### src/rtl/irq_dist_pkg.sv
package irq_dist_pkg;
    localparam int ADDR_W  = 12;
    localparam int DATA_W  = 32;
    localparam int ID_W    = 10;
    localparam int NUM_SGI = 16;
    localparam int MAX_LINES = 1020;

    localparam logic [ID_W-1:0] ID_NONE = 10'd1023;

    localparam logic [ADDR_W-1:0] A_CTRL  = 12'h000;
    localparam logic [ADDR_W-1:0] A_TYPE  = 12'h004;
    localparam logic [ADDR_W-1:0] A_SWINT = 12'h008;
    localparam logic [ADDR_W-1:0] A_ENSET = 12'h100;
    localparam logic [ADDR_W-1:0] A_ENCLR = 12'h140;
    localparam logic [ADDR_W-1:0] A_PEND  = 12'h180;
    localparam logic [ADDR_W-1:0] A_PRIO  = 12'h200;
    localparam logic [ADDR_W-1:0] A_TGT   = 12'h300;
    localparam logic [ADDR_W-1:0] A_CFG   = 12'h400;

    typedef struct packed {
        logic            valid;
        logic [ID_W-1:0] id;
        logic [7:0]      prio;
    } fwd_t;

    function automatic logic [4:0] type_code(int lines);
        int capped;
        capped = (lines > MAX_LINES) ? MAX_LINES : lines;
        return 5'((capped + 31) / 32 - 1);
    endfunction

    function automatic logic [ADDR_W-1:0] word_addr(logic [ADDR_W-1:0] base, int idx);
        return base + ADDR_W'(idx * 4);
    endfunction
endpackage

### src/rtl/irq_dist_regs.sv
module irq_dist_regs
    import irq_dist_pkg::*;
#(
    parameter int NUM_IRQ = 64
) (
    input  logic                     clk,
    input  logic                     rst,
    input  logic [ADDR_W-1:0]        bus_addr,
    input  logic                     bus_we,
    input  logic [DATA_W-1:0]        bus_wdata,
    output logic [DATA_W-1:0]        bus_rdata,
    input  logic [NUM_IRQ-1:0]       pend_view,
    output logic                     ctrl_en,
    output logic [NUM_IRQ-1:0]       en,
    output logic [NUM_IRQ-1:0]       cfg_edge,
    output logic [NUM_IRQ-1:0][7:0]  prio,
    output logic [NUM_IRQ-1:0]       tgt_cpu0,
    output logic [NUM_SGI-1:0]       sgi_set
);
    localparam int EN_WORDS   = NUM_IRQ / 32;
    localparam int BYTE_WORDS = NUM_IRQ / 4;
    localparam int CFG_WORDS  = NUM_IRQ / 16;
    localparam logic [NUM_IRQ-1:0] SGI_MASK = NUM_IRQ'({NUM_SGI{1'b1}});

    logic                     ctrl_q;
    logic [NUM_IRQ-1:0]       en_q;
    logic [NUM_IRQ-1:0]       cfg_q;
    logic [NUM_IRQ-1:0][7:0]  prio_q;
    logic [NUM_IRQ-1:0][7:0]  tgt_q;
    logic [DATA_W-1:0]        rd_d;

    always_ff @(posedge clk) begin
        if (rst) begin
            ctrl_q <= 1'b0;
            en_q   <= '0;
            cfg_q  <= '0;
            prio_q <= '0;
            tgt_q  <= {NUM_IRQ{8'h01}};
        end else if (bus_we) begin
            if (bus_addr == A_CTRL) ctrl_q <= bus_wdata[0];
            for (int w = 0; w < EN_WORDS; w++) begin
                if (bus_addr == word_addr(A_ENSET, w))
                    en_q[w*32 +: 32] <= en_q[w*32 +: 32] | bus_wdata;
                if (bus_addr == word_addr(A_ENCLR, w))
                    en_q[w*32 +: 32] <= en_q[w*32 +: 32] & ~bus_wdata;
            end
            for (int w = 0; w < CFG_WORDS; w++) begin
                if (bus_addr == word_addr(A_CFG, w))
                    for (int k = 0; k < 16; k++) cfg_q[w*16 + k] <= bus_wdata[2*k + 1];
            end
            for (int w = 0; w < BYTE_WORDS; w++) begin
                for (int j = 0; j < 4; j++) begin
                    if (bus_addr == word_addr(A_PRIO, w)) prio_q[w*4 + j] <= bus_wdata[8*j +: 8];
                    if (bus_addr == word_addr(A_TGT, w))  tgt_q[w*4 + j]  <= bus_wdata[8*j +: 8];
                end
            end
        end
    end

    // Software-generated IDs: locked enabled and edge-triggered
    assign en       = en_q | SGI_MASK;
    assign cfg_edge = cfg_q | SGI_MASK;
    assign ctrl_en  = ctrl_q;
    assign prio     = prio_q;

    generate
        for (genvar i = 0; i < NUM_IRQ; i++) begin : g_tgt
            assign tgt_cpu0[i] = tgt_q[i][0];
        end
    endgenerate

    assign sgi_set = (bus_we && bus_addr == A_SWINT && bus_wdata[16])
                   ? (NUM_SGI'(1) << bus_wdata[3:0]) : '0;

    always_comb begin
        rd_d = '0;
        if (bus_addr == A_CTRL) rd_d[0] = ctrl_q;
        if (bus_addr == A_TYPE) rd_d[4:0] = type_code(NUM_IRQ);
        for (int w = 0; w < EN_WORDS; w++) begin
            if (bus_addr == word_addr(A_ENSET, w) || bus_addr == word_addr(A_ENCLR, w))
                rd_d = en[w*32 +: 32];
            if (bus_addr == word_addr(A_PEND, w))
                rd_d = pend_view[w*32 +: 32];
        end
        for (int w = 0; w < BYTE_WORDS; w++) begin
            for (int j = 0; j < 4; j++) begin
                if (bus_addr == word_addr(A_PRIO, w)) rd_d[8*j +: 8] = prio_q[w*4 + j];
                if (bus_addr == word_addr(A_TGT, w))  rd_d[8*j +: 8] = tgt_q[w*4 + j];
            end
        end
        for (int w = 0; w < CFG_WORDS; w++) begin
            if (bus_addr == word_addr(A_CFG, w))
                for (int k = 0; k < 16; k++) rd_d[2*k + 1] = cfg_edge[w*16 + k];
        end
    end

    always_ff @(posedge clk) begin
        if (rst) bus_rdata <= '0;
        else     bus_rdata <= rd_d;
    end

    AST_ENSET_TAKES: assert property (@(posedge clk) disable iff (rst)
        (bus_we && bus_addr == A_ENSET) |=> ((en[31:0] & $past(bus_wdata)) == $past(bus_wdata)));
    AST_ENCLR_TAKES: assert property (@(posedge clk) disable iff (rst)
        (bus_we && bus_addr == A_ENCLR) |=> ((en[31:16] & $past(bus_wdata[31:16])) == 16'h0));
endmodule

### src/rtl/irq_dist_pend.sv
module irq_dist_pend
    import irq_dist_pkg::*;
#(
    parameter int NUM_IRQ = 64
) (
    input  logic               clk,
    input  logic               rst,
    input  logic [NUM_IRQ-1:0] irq_in,
    input  logic [NUM_IRQ-1:0] cfg_edge,
    input  logic [NUM_SGI-1:0] sgi_set,
    input  logic               ack,
    input  logic [ID_W-1:0]    ack_id,
    input  logic               eoi,
    input  logic [ID_W-1:0]    eoi_id,
    output logic [NUM_IRQ-1:0] pend,
    output logic [NUM_IRQ-1:0] act
);
    localparam int IDX_W = $clog2(NUM_IRQ);

    logic [NUM_IRQ-1:0] prev_q, edge_q, act_q, set_v;
    logic               unused_lo;

    generate
        for (genvar i = 0; i < NUM_IRQ; i++) begin : g_line
            if (i < NUM_SGI) begin : g_sgi
                assign set_v[i] = sgi_set[i];
                assign pend[i]  = edge_q[i];
            end else begin : g_per
                assign set_v[i] = irq_in[i] & ~prev_q[i] & cfg_edge[i];
                assign pend[i]  = cfg_edge[i] ? edge_q[i] : irq_in[i];
            end
        end
    endgenerate

    assign unused_lo = ^{irq_in[NUM_SGI-1:0], prev_q[NUM_SGI-1:0], cfg_edge[NUM_SGI-1:0]};

    always_ff @(posedge clk) begin
        if (rst) begin
            prev_q <= '0;
            edge_q <= '0;
            act_q  <= '0;
        end else begin
            prev_q <= irq_in;
            for (int i = 0; i < NUM_IRQ; i++) begin
                if (set_v[i])                        edge_q[i] <= 1'b1;
                else if (ack && ack_id == ID_W'(i))  edge_q[i] <= 1'b0;
                if (ack && ack_id == ID_W'(i))       act_q[i]  <= 1'b1;
                else if (eoi && eoi_id == ID_W'(i))  act_q[i]  <= 1'b0;
            end
        end
    end

    assign act = act_q;

    AST_ACK_MARKS_ACTIVE: assert property (@(posedge clk) disable iff (rst)
        ack |=> act_q[$past(ack_id[IDX_W-1:0])]);
    AST_ACK_CLEARS_EDGE: assert property (@(posedge clk) disable iff (rst)
        (ack && !set_v[ack_id[IDX_W-1:0]]) |=> !edge_q[$past(ack_id[IDX_W-1:0])]);
endmodule

### src/rtl/irq_dist_arb.sv
module irq_dist_arb
    import irq_dist_pkg::*;
#(
    parameter int NUM_IRQ = 64
) (
    input  logic [NUM_IRQ-1:0]      elig,
    input  logic [NUM_IRQ-1:0][7:0] prio,
    output logic                    found,
    output logic [ID_W-1:0]         best_id,
    output logic [7:0]              best_prio
);
    // Ascending scan with strict compare: equal priority keeps the lower ID
    always_comb begin
        found     = 1'b0;
        best_id   = ID_NONE;
        best_prio = 8'h00;
        for (int i = 0; i < NUM_IRQ; i++) begin
            if (elig[i] && (!found || prio[i] < best_prio)) begin
                found     = 1'b1;
                best_id   = ID_W'(i);
                best_prio = prio[i];
            end
        end
    end
endmodule

### src/rtl/irq_dist.sv
module irq_dist
    import irq_dist_pkg::*;
#(
    parameter int NUM_IRQ = 64
) (
    input  logic                  clk,
    input  logic                  rst,
    input  logic [ADDR_W-1:0]     bus_addr,
    input  logic                  bus_we,
    input  logic [DATA_W-1:0]     bus_wdata,
    output logic [DATA_W-1:0]     bus_rdata,
    input  logic [NUM_IRQ-1:0]    irq_in,
    output logic                  fwd_valid,
    output logic [ID_W-1:0]       fwd_id,
    output logic [7:0]            fwd_prio,
    input  logic                  fwd_ack,
    input  logic                  eoi_valid,
    input  logic [ID_W-1:0]       eoi_id
);
    localparam int IDX_W = $clog2(NUM_IRQ);

    logic                     ctrl_en;
    logic [NUM_IRQ-1:0]       en, cfg_edge, tgt_cpu0, pend, act, elig;
    logic [NUM_IRQ-1:0][7:0]  prio;
    logic [NUM_SGI-1:0]       sgi_set;
    logic                     arb_found;
    logic [ID_W-1:0]          arb_id;
    logic [7:0]               arb_prio;
    logic                     ack_fire;
    fwd_t                     fwd_q;

    irq_dist_regs #(.NUM_IRQ(NUM_IRQ)) u_regs (
        .clk(clk), .rst(rst), .bus_addr(bus_addr), .bus_we(bus_we),
        .bus_wdata(bus_wdata), .bus_rdata(bus_rdata), .pend_view(pend),
        .ctrl_en(ctrl_en), .en(en), .cfg_edge(cfg_edge), .prio(prio),
        .tgt_cpu0(tgt_cpu0), .sgi_set(sgi_set)
    );

    assign ack_fire = fwd_ack & fwd_q.valid;

    irq_dist_pend #(.NUM_IRQ(NUM_IRQ)) u_pend (
        .clk(clk), .rst(rst), .irq_in(irq_in), .cfg_edge(cfg_edge),
        .sgi_set(sgi_set), .ack(ack_fire), .ack_id(fwd_q.id),
        .eoi(eoi_valid), .eoi_id(eoi_id), .pend(pend), .act(act)
    );

    assign elig = {NUM_IRQ{ctrl_en}} & en & pend & ~act & tgt_cpu0;

    irq_dist_arb #(.NUM_IRQ(NUM_IRQ)) u_arb (
        .elig(elig), .prio(prio), .found(arb_found),
        .best_id(arb_id), .best_prio(arb_prio)
    );

    always_ff @(posedge clk) begin
        if (rst) begin
            fwd_q <= '{valid: 1'b0, id: ID_NONE, prio: 8'h00};
        end else begin
            fwd_q.valid <= arb_found;
            fwd_q.id    <= arb_found ? arb_id : ID_NONE;
            fwd_q.prio  <= arb_found ? arb_prio : 8'h00;
        end
    end

    assign fwd_valid = fwd_q.valid;
    assign fwd_id    = fwd_q.id;
    assign fwd_prio  = fwd_q.prio;

    AST_CTRL_OFF_SILENT: assert property (@(posedge clk) disable iff (rst)
        !ctrl_en |=> !fwd_valid);
    AST_PICK_IS_ELIGIBLE: assert property (@(posedge clk) disable iff (rst)
        arb_found |-> elig[arb_id[IDX_W-1:0]]);
    AST_IDLE_ID: assert property (@(posedge clk) disable iff (rst)
        !fwd_valid |-> (fwd_id == ID_NONE));
endmodule

### config.mk
export PLATFORM = sky130hd
export DESIGN_NAME = irq_dist
export DESIGN_NICKNAME = d
export VERILOG_FILES = /design/src/rtl/irq_dist_pkg.sv /design/src/rtl/irq_dist_regs.sv /design/src/rtl/irq_dist_pend.sv /design/src/rtl/irq_dist_arb.sv /design/src/rtl/irq_dist.sv
export SDC_FILE = /design/constraint.sdc
export NUM_CORES = 2
export LEC_CHECK = 0
export ABC_AREA = 1
export BUFFER_PORTS_ARGS = -buffer_cell sky130_fd_sc_hd__buf_4
export CORE_ASPECT_RATIO = 1.2
export CORE_MARGIN = 8
export CORE_UTILIZATION = 60
export CTS_CLUSTER_SIZE = 8
export DETAILED_ROUTE_END_ITERATION = 7
export HOLD_SLACK_MARGIN = 0.12
export PLACE_DENSITY_LB_ADDON = 0.25
export SLEW_MARGIN = 20
export SYNTH_ARGS = -nofsm -noshare
export SYNTH_HDL_FRONTEND = slang
export SYNTH_SLANG_ARGS = --single-unit
### constraint.sdc
create_clock -name clk -period 244.5 [get_ports clk]
set_input_delay 48.9 -clock clk [delete_from_list [all_inputs] [get_ports clk]]
set_output_delay 48.9 -clock clk [all_outputs]
set_load 0.05 [all_outputs]
Yosys cells after proc, flatten, opt, wreduce, memory -nomap -nowiden. Cells that the tools add are included.

Latch bits: 0. Bits in read-only memories: 0. Register bits: 1380. Output and inout bits: 51. Word-level logic and storage cells: 1861. Memories kept: 0. RAM bits: 0.

Add/subtract/negate cells: 0. Multiplexer cells: 699. Shifts and indexed selects: 1. Magnitude comparators: 63. Equal/unequal tests: 170. Reductions and logical operators: 499. Bitwise operators: 156. Multipliers: 0. Div/mod/pow operators: 0.

Operators by type and width (number): two-way mux 8 bit (192); equality test 10 x 6 -> 1 bit, second input constant (64); two-way mux 10 bit (64); < comparator 8 bit (63); two-way mux 1 bit (434); equality test 12 x 10 -> 1 bit, second input constant (32); equality test 10 x 5 -> 1 bit, second input constant (32); nonzero test 2 bit (130); bitwise AND 64 bit (4); two-way mux 32 bit (8); logical AND 1 bit (193); equality test 10 x 4 -> 1 bit, second input constant (16); bitwise AND 1 bit (97); equality test 10 x 3 -> 1 bit, second input constant (8); AND reduction 2 bit (38); equality test 12 x 9 -> 1 bit, second input constant (6); logical OR 1 bit (65); bitwise AND 32 bit (2); inverter 64 bit (1); OR 32 bit (2); zero test 1 bit (63); inverter 1 bit (49); equality test 12 x 11 -> 1 bit, second input constant (4); equality test 10 x 2 -> 1 bit, second input constant (4); 15 further kinds (17).

Longest topological paths before layout.
Word-level depth: 259. Gate-level depth with buffers: 786. Gate-level depth less buffers: 723.

Cells and area by module. From an unflattened synthesis, not the netlist that was laid out.

Cell total of the unflattened synthesis: 11827. Area total of the unflattened synthesis: 78024.8 sq um.

Modules (own cells, without submodules): irq_dist_regs (times used 1, cells each 6827, area an instance 48845.6 sq um, sequential area each 23082.1 sq um); irq_dist_arb (times used 1, cells each 3678, area an instance 20204.4 sq um, sequential area each 0.0 sq um); irq_dist_pend (times used 1, cells each 998, area an instance 7314.5 sq um, sequential area each 3523.4 sq um); irq_dist (times used 1, cells each 324, area an instance 1660.3 sq um, sequential area each 380.4 sq um).

Worst setup path before layout. Ideal clock, no wire load.

Path kind: input-to-reg. Start: in irq_in[16]. End: reg fwd_q, in the netlist fwd_prio[6]. Arrival: 109.786 ns. Required time: 244.385 ns. Slack: 134.599 ns. Stages: 444. Path buffers: 48. Library setup time: 0.115 ns. Cells stage by stage: inv_1 -> nand2_1 -> o21ai_0 -> nor3_1 -> nand2_2 -> clkbuf_8 -> o21ai_0 -> ha_1 -> a21oi_1 -> nor2_1 -> a211oi_1 -> nand2_2 -> nand2_2 -> nand2_4 -> buf_4 -> o21ai_0 -> ha_1 -> a21oi_1 -> [408 not listed] -> a211oi_1 -> nand2_2 -> nand2_2 -> nand2_4 -> buf_8 -> nand2_4 -> nand2_2 -> inv_1 -> ha_1 -> a21oi_1 -> nor2_1 -> a211oi_1 -> nand2_2 -> nand2_4 -> buf_12 -> nand3_1 -> nand2_1 -> nor2_1.

Cells in the longest elaborated chain, start to end: 196. Elaborated cells on any way between the ends: 291. Those cells by class: 47 x order compare; 97 x mux; 4 x bitwise; 143 x reduce/logical.

Ends and longest elaborated chain: start: declaration (line irq_dist.sv:12) `input logic [NUM_IRQ-1:0] irq_in,`; two-way mux 1 bit * (line irq_dist_pend.sv:30) `assign pend[i] = cfg_edge[i] ? edge_q[i] : irq_in[i];`; bitwise AND 64 bit * (3 in series) (line irq_dist.sv:47) `assign elig = {NUM_IRQ{ctrl_en}} & en & pend & ~act & tgt_cpu0;`; logical AND 1 bit * (line irq_dist_arb.sv:18) `if (elig[i] && (!found || prio[i] < best_prio)) begin`; two-way mux 8 bit or two-way mux 1 bit (tied branches) (line irq_dist_arb.sv:18); < comparator 8 bit or zero test 1 bit (tied branches) (line irq_dist_arb.sv:18); logical OR 1 bit (line irq_dist_arb.sv:18); logical AND 1 bit (line irq_dist_arb.sv:18); two-way mux 8 bit or two-way mux 1 bit (tied branches) (line irq_dist_arb.sv:18); [178 not listed]; logical AND 1 bit (line irq_dist_arb.sv:18); two-way mux 8 bit or two-way mux 1 bit (tied branches) (line irq_dist_arb.sv:18); < comparator 8 bit or zero test 1 bit (tied branches) (line irq_dist_arb.sv:18); logical OR 1 bit (line irq_dist_arb.sv:18); logical AND 1 bit (line irq_dist_arb.sv:18); two-way mux 1 bit (line irq_dist_arb.sv:18); inverter 1 bit (no line); OR reduction 2 bit (no line); end signal: assignment (line irq_dist.sv:56) `fwd_q <= '{valid: 1'b0, id: ID_NONE, prio: 8'h00};`; end: declaration (line irq_dist.sv:30) `fwd_t fwd_q;`.

Mark *: on every way between the ends. The rest lies on a longest branch, timed or not. A chain may end at the register's enable or synchronous reset.

Worst setup path in the final report.
Start: in irq_in[16]. End: reg fwd_q, in the netlist fwd_prio[7].

The elaborated chain is that of the path after synthesis.

==> impl_metrics.ini <==
[run_status]
status = complete, no violations

[worst_setup_path]
cp.required_ns = 245.23
path_class = primary input to flip-flop
critPathCaptureType = flip-flop
path_buf_inv = 14
cp_max_fo = 19
critPathLaunch = irq_in[16]
cp_slowest_cell = nor3_1
crit_family = compound AO/OA/AOI/OAI gates
r2r_end = fwd_prio[7]
cp_num_cells = 403
start_kind = primary input
worst_r2r_path_depth = 527
cpMostUsedCell = nand2_4
max_stage_delay_ns = 0.85
cp-endpoint = fwd_prio[7]
reg2reg_from = u_regs.ctrl_en
arrival_ns = 119.03
r2r_slack_ns = 151.18

[timing]
fin_crit_sh = 0.4838
relSlewSlack = 0.1041
setup-violations-final = 0
max_slew.worst_pin.slew_ns = 1.344
fin_worst_skew_ns = 0.03920
drv_slew = 0
fin_ws_ns = 126.20
hold_viol_final = 0
finalCriticalPeriod_ns = 118.30
finalSetupTns_ns = 0
max_freq_ghz = 0.008453
rsz0062_at_grt = no

[die]
die_w_um = 339.6
coreArea_um2 = 124700
dieArea_um2 = 137300
ios = 174
start_util = 0.6045
die_h_um = 404.3
num_rows = 142

[clocking]
cts_buffers = 186
clkSinkCount = 1345
cts_tree = done
cts_setup_buffers = 0
cts_buffer_depth = 3
cts.clk_slew.worst_paths_ns = 0.05
insertion_delay_ns = 0.86
root_buffer = clkbuf_16
cts_htree_levels = 4
post_cts_resize_count = 0
ctsHoldBuffers = 0

[final_layout]
fin_nets = 11378
layout-drive-gt1-share = 0.09422
n_fill_cell = 11282
area.growth.synth_to_final_pct = 9.433

[synth]
synthTopCellsByArea = dfxtp_1, nand2_1, o21ai_0
synth_ff_type = dfxtp_1
seq_area_frac_synth = 0.3571
synthesis.nets = 11524
ys_types = 59
synth-seq-cells = 1345
synth_top_area_frac = 0.3571
synth.avg_cell_area_um2 = 6.810
ys_warn_count = 0
yosysTopAreaCell = dfxtp_1
async_flop_share = 0
syn_area_um2 = 75390
synthCells = 11071
synth_edf_count = 0

[drt]
wl_per_cell_um = 27.23
drtPass1Iterations = 8
first_iter_violations = 12778
drc = 0
drt-total-wl_um = 344600
vias = 82302
vias_per_cell = 6.504
postRouteAntennaNets = 0

[grt]
grt_start_max_net_pins = 280
grt_pass1_vias = 73446
grt_pass1_wl_um = 488600
grt.overflow.total = 0
grt_usage = 0.4763
antenna_found_initial = 37

[job]
maxCapViolations = 0

[pwr]
ir_drop_v = 0.000007106
power.leakage_nw = 35.64
total_power_w = 0.0004791
p_per_area_nw_per_um2 = 5.807

[placed_design]
routabilityCongestion = 1.088
pre_cts_ws_ns = 126.73
hpwl_um = 238500
port_buffers = 157

[min_path]
hold_class = flip-flop to flip-flop
worst register-to-register path, delay by kind of cell, from the launching register on:
kind | cells | cell delay [ns]
compound gates | 164 | 40.43
fa+ha+maj | 63 | 19.50
buf+inv | 14 | 1.39
flops | 1 | 0.55
simple gates | 286 | 31.42
cell usage in the layout (no fill, tap or decap), types with 22 or more instances in the layout:
cell       count
a211oi_1      82
a21oi_1     1376
a31oi_1       47
buf_4        329
clkbuf_16    186
dfxtp_1     1344
diode_2       56
ha_1         330
inv_1        986
inv_2         41
nand2_1     2254
nand2_2      253
nand2_4       93
nand3_1      811
nand4_1      130
nor2_1       614
nor2_4        22
nor3_1        97
nor4_1        23
o2111ai_1     58
o211ai_1      66
o21ai_0     1434
o21bai_1      55
o221ai_1      45
o22ai_1       50
or2_2         24
flip-flops by register name, indices dropped and copies added (netlist names), named ones only:
signal and cells:
u_pend.act 64, u_regs.cfg_q 48, u_regs.ctrl_en 1, u_pend.prev_q 48, fwd_prio 8, fwd_valid 1, u_regs.tgt_cpu0 64, u_regs.prio 512
fwd_id 7, u_regs.tgt_q 448, u_pend.edge_q 64, u_regs.bus_rdata 32
how the worst min path moves through the flow:
stage               slack [ns]              start  cells past startpoint                 to
floorplan                 0.44          flip-flop                      2          flip-flop
global placement          0.45  u_pend.edge_q[31]                      2  u_pend.edge_q[31]
detailed placement        0.45  u_pend.edge_q[37]                      2  u_pend.edge_q[37]
CTS                       0.46  u_pend.edge_q[37]                      2  u_pend.edge_q[37]
global route              0.46  u_pend.edge_q[37]                      2  u_pend.edge_q[37]
finish                    0.46  u_pend.edge_q[16]                      2  u_pend.edge_q[16]
logic make-up after synthesis:
group | synth area share
DFF | 0.3571
adders and majority gates | 0.05477
AOI/OAI and AO/OA | 0.2371
and+or+nand+nor | 0.2577
buffers and inverters | 0.09338
metal layers:
layer,part of all wire,global-route usage,vias up
met5,0.00040,0,-
met2,0.42,0.7016,5926
met1,0.34,0.5557,37772
met3,0.13,0.1378,1525
met4,0.11,0.4404,18
li1,-,-,37061
final cells by class:
cell class | instances | area (µm²) | area share
multi-input cells | 8000 | 41670 | 0.5050
flip-flops and latches | 1345 | 26930 | 0.3264
clock buffers | 190 | 4669 | 0.05660
inverters | 1047 | 3949 | 0.04786
repair buffers | 345 | 2791 | 0.03383
well taps | 1656 | 2072 | 0.02511
clock inverters | 16 | 289.0 | 0.003503
diodes | 56 | 140.1 | 0.001698
synth_stat cells (all sizes together), types with 45 or more instances:
cell and count:
nor2 647, inv 1031, nor3 111, a31oi 47, o21ai 1443, o211ai 67, nand4 131, a211oi 83
nand2 2600, clkbuf 614, buf 64, o21bai 55, o2111ai 58, nand3 814, a21oi 1382, dfxtp 1345
o221ai 45, o22ai 50, ha 330
per-stage QoR:
step                cell area [µm²]  cells  utilization  hold slack, ns
floorplan                     75390  11071            -          0.4368
global placement              77150  12382       0.6186          0.4458
detailed placement            77210  12384       0.6190          0.4487
CTS                           82170  12590       0.6588          0.4573
global route                  82370  12602       0.6604          0.4645
finish                        82510  12655       0.6615          0.4600
where the power goes:
part,internal (W),total [W],switching [W]
sequential,0.000220,0.000220,0.000000152
clock,0.000134,0.000236,0.000101
combinational,0.00000339,0.0000232,0.0000197
total,0.000358,0.000479,0.000121
Power figures use the tool's default switching activity.
